## config.mk

```make
export PLATFORM = sky130hd
export DESIGN_NAME = rcd_unit
export DESIGN_NICKNAME = d
export VERILOG_FILES = /design/src/rtl/rcd_pkg.sv /design/src/rtl/rcd_region_set.sv /design/src/rtl/rcd_fence_order.sv /design/src/rtl/rcd_unit.sv
export SDC_FILE = /design/constraint.sdc
export NUM_CORES = 2
export LEC_CHECK = 0
export ABC_AREA = 0
export BUFFER_PORTS_ARGS = -buffer_cell sky130_fd_sc_hd__buf_4
export CAP_MARGIN = 10
export CORE_UTILIZATION = 35
export CTS_CLUSTER_DIAMETER = 120
export CTS_CLUSTER_SIZE = 10
export DETAILED_ROUTE_END_ITERATION = 16
export GPL_ROUTABILITY_DRIVEN = 0
export HOLD_SLACK_MARGIN = 0.06
export SYNTH_ARGS = -nofsm -noshare
export SYNTH_HDL_FRONTEND = slang
export SYNTH_SLANG_ARGS = --single-unit
```

## constraint.sdc

```tcl
create_clock -name clk -period 6.02 [get_ports clk]
set_input_delay 0.301 -clock clk [delete_from_list [all_inputs] [get_ports clk]]
set_output_delay 0.301 -clock clk [all_outputs]
set_load 0.03 [all_outputs]
```

## src/rtl/rcd_pkg.sv

```systemverilog
package rcd_pkg;
    parameter int ADDR_W = 16;
    parameter int SEQ_W  = 16;
    parameter int CAP    = 4;
    localparam int WORD_W = ADDR_W - 2;

    typedef logic [WORD_W-1:0] word_t;
    typedef logic [SEQ_W-1:0]  seq_t;

    typedef struct packed {
        logic  vld;
        word_t word;
        logic  rd;
        logic  wr;
    } entry_t;

    typedef entry_t [CAP-1:0] rset_t;

    function automatic word_t word_of(input logic [ADDR_W-1:0] a);
        return a[ADDR_W-1:2];
    endfunction

    function automatic logic set_clash(input rset_t s, input word_t w, input logic is_wr);
        logic h;
        h = 1'b0;
        for (int k = 0; k < CAP; k++)
            if (s[k].vld && s[k].word == w && (s[k].wr || is_wr)) h = 1'b1;
        return h;
    endfunction
endpackage

```

## src/rtl/rcd_region_set.sv

```systemverilog
module rcd_region_set
    import rcd_pkg::*;
(
    input  logic  clk,
    input  logic  rst,
    input  logic  acc_vld,
    input  word_t acc_word,
    input  logic  acc_wr,
    input  logic  fence_vld,
    input  logic  fence_bnd,
    input  seq_t  fence_num,
    input  logic  keep_prev,
    output logic  close,
    output rset_t cur_set,
    output rset_t prev_set,
    output logic  prev_live,
    output seq_t  prev_end,
    output seq_t  start,
    output logic  ovf_ev
);
    rset_t cur_upd;
    logic  hit, placed, drop, free_after;

    always_comb begin
        cur_upd = cur_set;
        hit     = 1'b0;
        placed  = 1'b0;
        drop    = 1'b0;
        if (acc_vld) begin
            for (int k = 0; k < CAP; k++) begin
                if (cur_set[k].vld && cur_set[k].word == acc_word) begin
                    hit = 1'b1;
                    if (acc_wr) cur_upd[k].wr = 1'b1;
                    else        cur_upd[k].rd = 1'b1;
                end
            end
            if (!hit) begin
                for (int k = 0; k < CAP; k++) begin
                    if (!placed && !cur_set[k].vld) begin
                        cur_upd[k] = '{vld: 1'b1, word: acc_word, rd: !acc_wr, wr: acc_wr};
                        placed = 1'b1;
                    end
                end
                drop = !placed;
            end
        end
        free_after = 1'b0;
        for (int k = 0; k < CAP; k++)
            if (!cur_upd[k].vld) free_after = 1'b1;
    end

    assign close  = fence_vld && !(fence_bnd && free_after);
    assign ovf_ev = drop || (close && prev_live && keep_prev);

    always_ff @(posedge clk) begin
        if (rst) begin
            cur_set   <= '0;
            prev_set  <= '0;
            prev_live <= 1'b0;
            prev_end  <= '0;
            start     <= '0;
        end else if (close) begin
            prev_set  <= cur_upd;
            prev_live <= 1'b1;
            prev_end  <= fence_num;
            start     <= fence_num;
            cur_set   <= '0;
        end else begin
            cur_set <= cur_upd;
            if (prev_live && !keep_prev) prev_live <= 1'b0;
        end
    end
endmodule

```

## src/rtl/rcd_fence_order.sv

```systemverilog
module rcd_fence_order
    import rcd_pkg::*;
#(
    parameter int NT = 3
) (
    input  logic                     clk,
    input  logic                     rst,
    input  logic [NT-1:0]            fire,
    output logic [NT-1:0][SEQ_W-1:0] num,
    output logic [SEQ_W-1:0]         count
);
    seq_t run;

    always_comb begin
        run = count;
        for (int i = 0; i < NT; i++) begin
            if (fire[i]) run = run + 1'b1;
            num[i] = run;
        end
    end

    always_ff @(posedge clk) begin
        if (rst) count <= '0;
        else     count <= run;
    end
endmodule

```

## src/rtl/rcd_unit.sv

```systemverilog
module rcd_unit
    import rcd_pkg::*;
#(
    parameter  int NT    = 3,
    localparam int TID_W = (NT > 1) ? $clog2(NT) : 1
) (
    input  logic                      clk,
    input  logic                      rst,
    input  logic [NT-1:0]             acc_vld,
    input  logic [NT-1:0][ADDR_W-1:0] acc_addr,
    input  logic [NT-1:0]             acc_wr,
    input  logic [NT-1:0]             fence_vld,
    input  logic [NT-1:0]             fence_bnd,
    output logic                      exc,
    output logic [TID_W-1:0]          exc_tid_a,
    output logic [TID_W-1:0]          exc_tid_b,
    output logic [ADDR_W-1:0]         exc_addr,
    output logic                      ovf,
    output logic [SEQ_W-1:0]          fence_seq
);
    word_t                   word      [NT];
    rset_t                   cur_set   [NT];
    rset_t                   prev_set  [NT];
    seq_t                    prev_end  [NT];
    seq_t                    start     [NT];
    logic [NT-1:0]           prev_live, keep_prev, close, ovf_ev;
    logic [NT-1:0][SEQ_W-1:0] num;

    rcd_fence_order #(.NT(NT)) u_order (
        .clk(clk), .rst(rst), .fire(close), .num(num), .count(fence_seq)
    );

    for (genvar g = 0; g < NT; g++) begin : g_thr
        assign word[g] = word_of(acc_addr[g]);
        rcd_region_set u_set (
            .clk(clk), .rst(rst),
            .acc_vld(acc_vld[g]), .acc_word(word[g]), .acc_wr(acc_wr[g]),
            .fence_vld(fence_vld[g]), .fence_bnd(fence_bnd[g]), .fence_num(num[g]),
            .keep_prev(keep_prev[g]), .close(close[g]),
            .cur_set(cur_set[g]), .prev_set(prev_set[g]), .prev_live(prev_live[g]),
            .prev_end(prev_end[g]), .start(start[g]), .ovf_ev(ovf_ev[g])
        );
    end

    // A retained set stays needed while another thread's open region began before it closed.
    always_comb begin
        for (int j = 0; j < NT; j++) begin
            keep_prev[j] = 1'b0;
            for (int k = 0; k < NT; k++)
                if (k != j && start[k] < prev_end[j]) keep_prev[j] = 1'b1;
        end
    end

    logic              found;
    logic [TID_W-1:0]  fa, fb;
    logic [ADDR_W-1:0] faddr;

    always_comb begin : find_blk
        logic hit_ij;
        found = 1'b0;
        fa    = '0;
        fb    = '0;
        faddr = '0;
        for (int i = 0; i < NT; i++) begin
            for (int j = 0; j < NT; j++) begin
                hit_ij = 1'b0;
                if (acc_vld[i] && i != j) begin
                    if (set_clash(cur_set[j], word[i], acc_wr[i])) hit_ij = 1'b1;
                    if (prev_live[j] && prev_end[j] > start[i]
                        && set_clash(prev_set[j], word[i], acc_wr[i])) hit_ij = 1'b1;
                    if (acc_vld[j] && word[j] == word[i] && (acc_wr[i] || acc_wr[j])) hit_ij = 1'b1;
                end
                if (hit_ij && !found) begin
                    found = 1'b1;
                    fa    = TID_W'(i);
                    fb    = TID_W'(j);
                    faddr = {word[i], 2'b00};
                end
            end
        end
    end

    always_ff @(posedge clk) begin
        if (rst) begin
            exc       <= 1'b0;
            exc_tid_a <= '0;
            exc_tid_b <= '0;
            exc_addr  <= '0;
            ovf       <= 1'b0;
        end else begin
            if (!exc && found) begin
                exc       <= 1'b1;
                exc_tid_a <= fa;
                exc_tid_b <= fb;
                exc_addr  <= faddr;
            end
            if (|ovf_ev) ovf <= 1'b1;
        end
    end
endmodule

```

=== Yosys cells after proc, flatten, opt, wreduce, memory -nomap -nowiden ===
Cells that the tools add are included.

* Mux-type cells: 244
* Magnitude comparators: 12
* Add/subtract/negate cells: 3
* Eq/ne operators: 66
* Reductions and logical operators: 259

{| class="wikitable"
|+ Operator list
! kind !! number
|-
| 14-bit equality test || 66
|-
| 68-bit two-way mux || 6
|-
| 1-bit two-way mux || 197
|-
| 16-bit two-way mux || 12
|-
| 1-bit logical AND || 162
|-
| 17-bit two-way mux || 9
|-
| 16-bit greater-than comparator || 6
|-
| 16-bit < comparator || 6
|-
| 1-bit logical OR || 54
|-
| 16-bit by 1-bit adder with 16-bit output (second input constant) || 3
|-
| 2-bit two-way mux || 20
|-
| 1-bit logical NOT || 36
|-
| 2-bit nonzero test || 3
|-
| 2-bit OR reduction || 3
|-
| 3-bit OR reduction || 1
|}

* Input bits: 62
* Logic and storage cells: 680
* Flip-flop bits (word level): 485

=== Longest topological paths before layout ===
* Word-level depth: 36
* Depth in mapped cells: 21
* Depth with buffers taken out: 17

=== Cells and area by module ===
From an unflattened synthesis, not the netlist that was laid out.

* Cells, all modules: 4130
* Area, all modules: 36303.6 um^2

{| class="wikitable"
|+ Modules (own cells, without submodules)
! module !! cells an instance !! times used !! area an instance (um^2)
|-
| rcd_region_set || 672 || 3 || 6746.5
|-
| rcd_unit || 1886 || 1 || 14219.9
|-
| rcd_fence_order || 228 || 1 || 1844.3
|}

=== Least setup slack after synthesis ===
No wires, ideal clock.

* Path kind: input-to-reg
* Start: in acc_addr[13] in the netlist's numbering
* End: reg g_thr[2].u_set.prev_end[15]
* Buffers on the path: 4
* Setup time: 88 ps
* Arrival: 4217 ps
* Stages: 20
* Slack: 1715 ps
* Cell sequence: buf_6 -> xnor2_1 -> nand4_1 -> or4_1 -> and4bb_4 -> o211ai_4 -> a21o_1 -> buf_4 -> buf_2 -> nand2_1 -> nand2_1 -> ha_1 -> and3_1 -> clkbuf_1 -> nand3_1 -> nor3_1 -> xnor2_1 -> nand3_2 -> or4_4 -> a311oi_2

* Word-level cells in the longest chain between the ends: 21
* Elaborated cells on any way between the ends: 27

{| class="wikitable"
|+ Ends and longest elaborated chain
! what !! line !! RTL
|-
| from (decl) || rcd_unit.sv:10 || <nowiki>input logic [NT-1:0][ADDR_W-1:0] acc_addr,</nowiki>
|-
| 14-bit equality test || rcd_region_set.sv:31 || <nowiki>if (cur_set[k].vld && cur_set[k].word == acc_word) begin</nowiki>
|-
| 1-bit logical AND || rcd_region_set.sv:31 ||
|-
| 1-bit two-way mux (3 in series) || rcd_region_set.sv:31 ||
|-
| 1-bit two-way mux (*) || rcd_region_set.sv:31 ||
|-
| 1-bit two-way mux (*) || rcd_region_set.sv:29 || <nowiki>if (acc_vld) begin</nowiki>
|-
| 68-bit two-way mux (*) || rcd_region_set.sv:37 || <nowiki>if (!hit) begin</nowiki>
|-
| 68-bit two-way mux (*) || rcd_region_set.sv:29 ||
|-
| 1-bit two-way mux (3 in series) || rcd_region_set.sv:49 || <nowiki>if (!cur_upd[k].vld) free_after = 1'b1;</nowiki>
|-
| [2 not listed] || n/a ||
|-
| 1-bit logical NOT (*) || rcd_region_set.sv:52 || <nowiki>assign close = fence_vld && !(fence_bnd && free_after);</nowiki>
|-
| 1-bit logical AND (*) || rcd_region_set.sv:52 ||
|-
| 16-bit two-way mux (*) || rcd_fence_order.sv:17 || <nowiki>if (fire[i]) run = run + 1'b1;</nowiki>
|-
| net g_thr[0].u_set.fence_num[1] || rcd_region_set.sv:11 || <nowiki>input seq_t fence_num,</nowiki>
|-
| 16-bit by 1-bit adder with 16-bit output || rcd_fence_order.sv:17 ||
|-
| 16-bit two-way mux (*) || rcd_fence_order.sv:17 ||
|-
| 16-bit by 1-bit adder with 16-bit output || rcd_fence_order.sv:17 ||
|-
| 16-bit two-way mux (*) || rcd_fence_order.sv:17 ||
|-
| to (signal assigned) || rcd_region_set.sv:65 || <nowiki>prev_end <= fence_num;</nowiki>
|-
| to (decl) || rcd_region_set.sv:17 || <nowiki>output seq_t prev_end,</nowiki>
|}

The timed path passes the listed nets; every way through them passes the cells marked *. The select of a mux whose other input is x is not followed.
A chain may end at the register's enable or synchronous reset.

=== Worst setup path after layout ===
* Start: reg g_thr[0].u_set.cur_set[54] (netlist name)
* End: reg g_thr[2].u_set.prev_end[15]

* Word-level cells in the longest chain between the ends: 18

{| class="wikitable"
|+ Ends and longest elaborated chain
! what !! line
|-
| 14-bit equality test (*) || rcd_region_set.sv:31
|-
| 1-bit logical AND (*) || rcd_region_set.sv:31
|-
| 1-bit two-way mux (*) || rcd_region_set.sv:31
|-
| 1-bit two-way mux (*) || rcd_region_set.sv:29
|-
| 68-bit two-way mux (*) || rcd_region_set.sv:37
|-
| 68-bit two-way mux (*) || rcd_region_set.sv:29
|-
| 1-bit two-way mux (3 in series) || rcd_region_set.sv:49
|-
| 1-bit two-way mux (*) || rcd_region_set.sv:49
|-
| 1-bit logical AND (*) || rcd_region_set.sv:52
|-
| 1-bit logical NOT (*) || rcd_region_set.sv:52
|-
| 1-bit logical AND (*) || rcd_region_set.sv:52
|-
| 16-bit two-way mux (*) || rcd_fence_order.sv:17
|-
| net g_thr[0].u_set.fence_num[0] || rcd_region_set.sv:11
|-
| 16-bit by 1-bit adder with 16-bit output || rcd_fence_order.sv:17
|-
| 16-bit two-way mux (*) || rcd_fence_order.sv:17
|-
| 16-bit by 1-bit adder with 16-bit output || rcd_fence_order.sv:17
|-
| 16-bit two-way mux (*) || rcd_fence_order.sv:17
|}

Marks and branches as above.

==> results.py <==
metrics = {
    "status": {
        "status": "completed",
    },
    "clocking": {
        "clk_pin_slew_ns": 0.06,
        "cts_setup_buffers": 0,
        "clkSinkCount": 471,
        "h-tree-depth": 2,
        "cts_tree": "yes",
        "clock_latency_ns": 0.63,
        "cts-root-buf": "clkbuf_16",
        "cts_buffers": 53,
        "cts_buffer_depth": 3,
    },
    "die": {
        "die_x_um": 296,
        "num_rows": 107,
        "io_pins": 100,
        "fp.coreArea_um2": 85400,
        "die_area_um2": 87700,
        "start_util": 0.354,
        "die_y_um": 296,
    },
    "setup_path": {
        "cp_common_cell": "xnor2_1",
        "critPathMaxFanout": 7,
        "cpMaxStageDelayCell": "nor4_1",
        "crit_path_end_kind": "flop",
        "arrival_ns": 5.31,
        "slowest_delay_ns": 0.57,
        "timing_worst_setup_path_type": "flop to flop",
        "crit_chain": "xnor2_1, nand4_1, nor4_1, o21bai_1, a21oi_4, a21o_1, xnor2_1, ha_1, and3_1, nand3_1, xnor2_1, nor3_1, nand2_1, or4_4, a311oi_2",
        "path_delay_family": "simple AND/OR/NAND/NOR gates",
        "crit_buf_inv": 0,
        "start_kind": "flop",
        "worst_ep_required_time_ns": 6.55,
    },
    "drt": {
        "drcViolationCount": 0,
        "avgRoutedWirePerCell_um": 25.0,
        "avgViaCountPerCell": 5.74,
        "wl_mm": 116,
        "drt_iter0_markers": 2978,
        "vias": 26619,
        "ant_nets": 0,
        "drt_first_pass_iters": 5,
    },
    "sta": {
        "fin_crit_sh": 0.794,
        "rsz0062_at_grt": "no",
        "skew_ns": 0.0261,
        "relSlewSlack": 0.290,
        "hold_viol_final": 0,
        "min_period_ns": 4.78,
        "tns_ns": 0,
        "slew_violations": 0,
        "tightest_slew_ns": 1.06,
        "setup_viol": 0,
        "maxClockFrequency_mhz": 209,
    },
    "synthesis": {
        "yosys.area.top_type": "dfxtp_1",
        "syn_area_um2": 30300,
        "ys_top_cells_by_area": "dfxtp_1 (31%), xor2_1 (20%), xnor2_1 (6.7%)",
        "ys_seq_elements": 471,
        "synthArstFlopShare": 0,
        "synth_top_area_frac": 0.311,
        "synth_warnings": 0,
        "synth.most_common_cell": "xor2_1",
        "synthTopCellsByCount": "xor2_1 (691), nor2_1 (501), dfxtp_1 (471), xnor2_1 (232), a211oi_1 (210)",
        "yosysSeqAreaShare": 0.311,
        "synthFlopType": "dfxtp_1",
        "synth_edf_count": 0,
        "synth.distinct_cells": 77,
        "syn_avg_cell_area_um2": 8.50,
        "synth_cells": 3563,
    },
    "global_routing": {
        "gr-total-overflow": 0,
        "grt_first_pass_wirelength_mm": 170,
        "grt_antenna_before_repair": 3,
        "grt_max_degree": 100,
        "grt_pass1_vias": 25044,
        "grtUsageTotal": 0.260,
    },
    "power_and_ir_drop": {
        "power.density_nw_per_um2": 233,
        "ir_worst_vdd_mv": 0.224,
        "power_leakage_nw": 13.2,
    },
    "finish": {
        "stdcell_area_um2": 33100,
        "layout-drive-gt1-share": 0.0717,
        "area_delta_synth_final_pct": 9.48,
        "layout.nets": 3599,
    },
    "min_path": {
        "holdCritPathClass": "input port to flop",
    },
    "place": {
        "io_buffers": 91,
        "dpl_cell_area_um2": 31700,
        "dp_hpwl_mm": 77.3,
    },
    "job": {
        "max-cap-violations": 0,
    },
}
[metal layers]
metal | track usage | share of wire
met1 | 0.347 | 0.42
met2 | 0.403 | 0.44
met3 | 0.0466 | 0.095
met4 | 0.124 | 0.052
met5 | 0 | 0
[cell usage in the layout, fill, tap and decap left out, types with 10 or more instances in the layout]
cell / count
mux2i_1: 170
nor2_1: 501
xor2_1: 691
ha_1: 51
dfxtp_1: 471
and2_1: 11
a21oi_1: 99
nand4b_1: 16
a21o_1: 17
or4_1: 11
a211oi_1: 209
nand2b_1: 10
o21ai_0: 85
nand3_1: 37
a2111o_1: 14
nor4_1: 159
inv_1: 44
nand2_1: 67
nor3_1: 65
nor2b_1: 28
buf_4: 157
nand4_1: 139
xnor2_1: 232
clkbuf_16: 54
and3_1: 11
o21a_1: 17
[final timing paths]
path                                                 start  depth (start not counted)  slack, ns                           to
worst max register to register  g_thr[0].u_set.cur_set[54]                         15       1.24  g_thr[2].u_set.prev_end[15]
worst min-delay path                                   rst                          2       0.08             u_order.count[9]
worst max-delay path            g_thr[0].u_set.cur_set[54]                         15       1.24  g_thr[2].u_set.prev_end[15]
worst min register to register  g_thr[2].u_set.prev_end[1]                          2       0.46   g_thr[2].u_set.prev_end[1]
[metrics by stage]
stage	total power, mW	hold slack [ns]	utilization	std cells	setup slack, ns
after detailed placement	4.84	0.448	0.371	4574	1.02
after global placement	4.83	0.447	0.371	4574	1.09
after global routing	8.00	0.0960	0.388	4634	0.963
after CTS	7.74	0.0723	0.388	4633	1.33
after floorplan	4.40	0.436	-	3564	1.72
final	7.73	0.0822	0.388	4634	1.24
[cells by family after synthesis]
family                   count (synthesis)  synth area share
AO/OA/AOI/OAI                          511             0.116
XOR/XNOR                               924             0.268
adder cells (fa/ha/maj)                 51            0.0211
buffers and inverters                  339            0.0470
flip-flops                             471             0.311
multiplexers                           173            0.0578
other                                    1          0.000124
AND/OR/NAND/NOR                       1093             0.179
[layout make-up]
| type | count | area [um^2] |
|---|---|---|
| clock buffer | 55 | 1360 |
| multi-input combinational | 2754 | 19500 |
| sequential | 471 | 9430 |
| tap | 1144 | 1430 |
| antenna | 1 | 2.50 |
| clock inverter | 3 | 45.0 |
| inverter | 45 | 169 |
| fill | 8843 | 52300 |
| timing repair buffer | 161 | 1240 |
[repair_timing]
action | in CTS | in global routing
hold endpoints to repair | 1 | 0
hold buffers | 1 | 0
gates resized for setup | 0 | 0
[power by group]
part / internal (mW) / switching [mW] / total (mW)
Clock: 1.58 / 1.33 / 2.91
Sequential: 3.24 / 0.163 / 3.41
Combinational: 0.501 / 0.910 / 1.41
[registers in the layout, indices dropped and copies added, names as in the netlist, 2 cells and up]
name and flops:
u_order.count 16, g_thr.u_set.prev_live 3, exc_tid_a 2, g_thr.u_set.prev_set 192, g_thr.u_set.cur_set 192, exc_addr 14, exc_tid_b 2, g_thr.u_set.prev_end 48
Note: power is estimated with default switching activity, not from simulation.
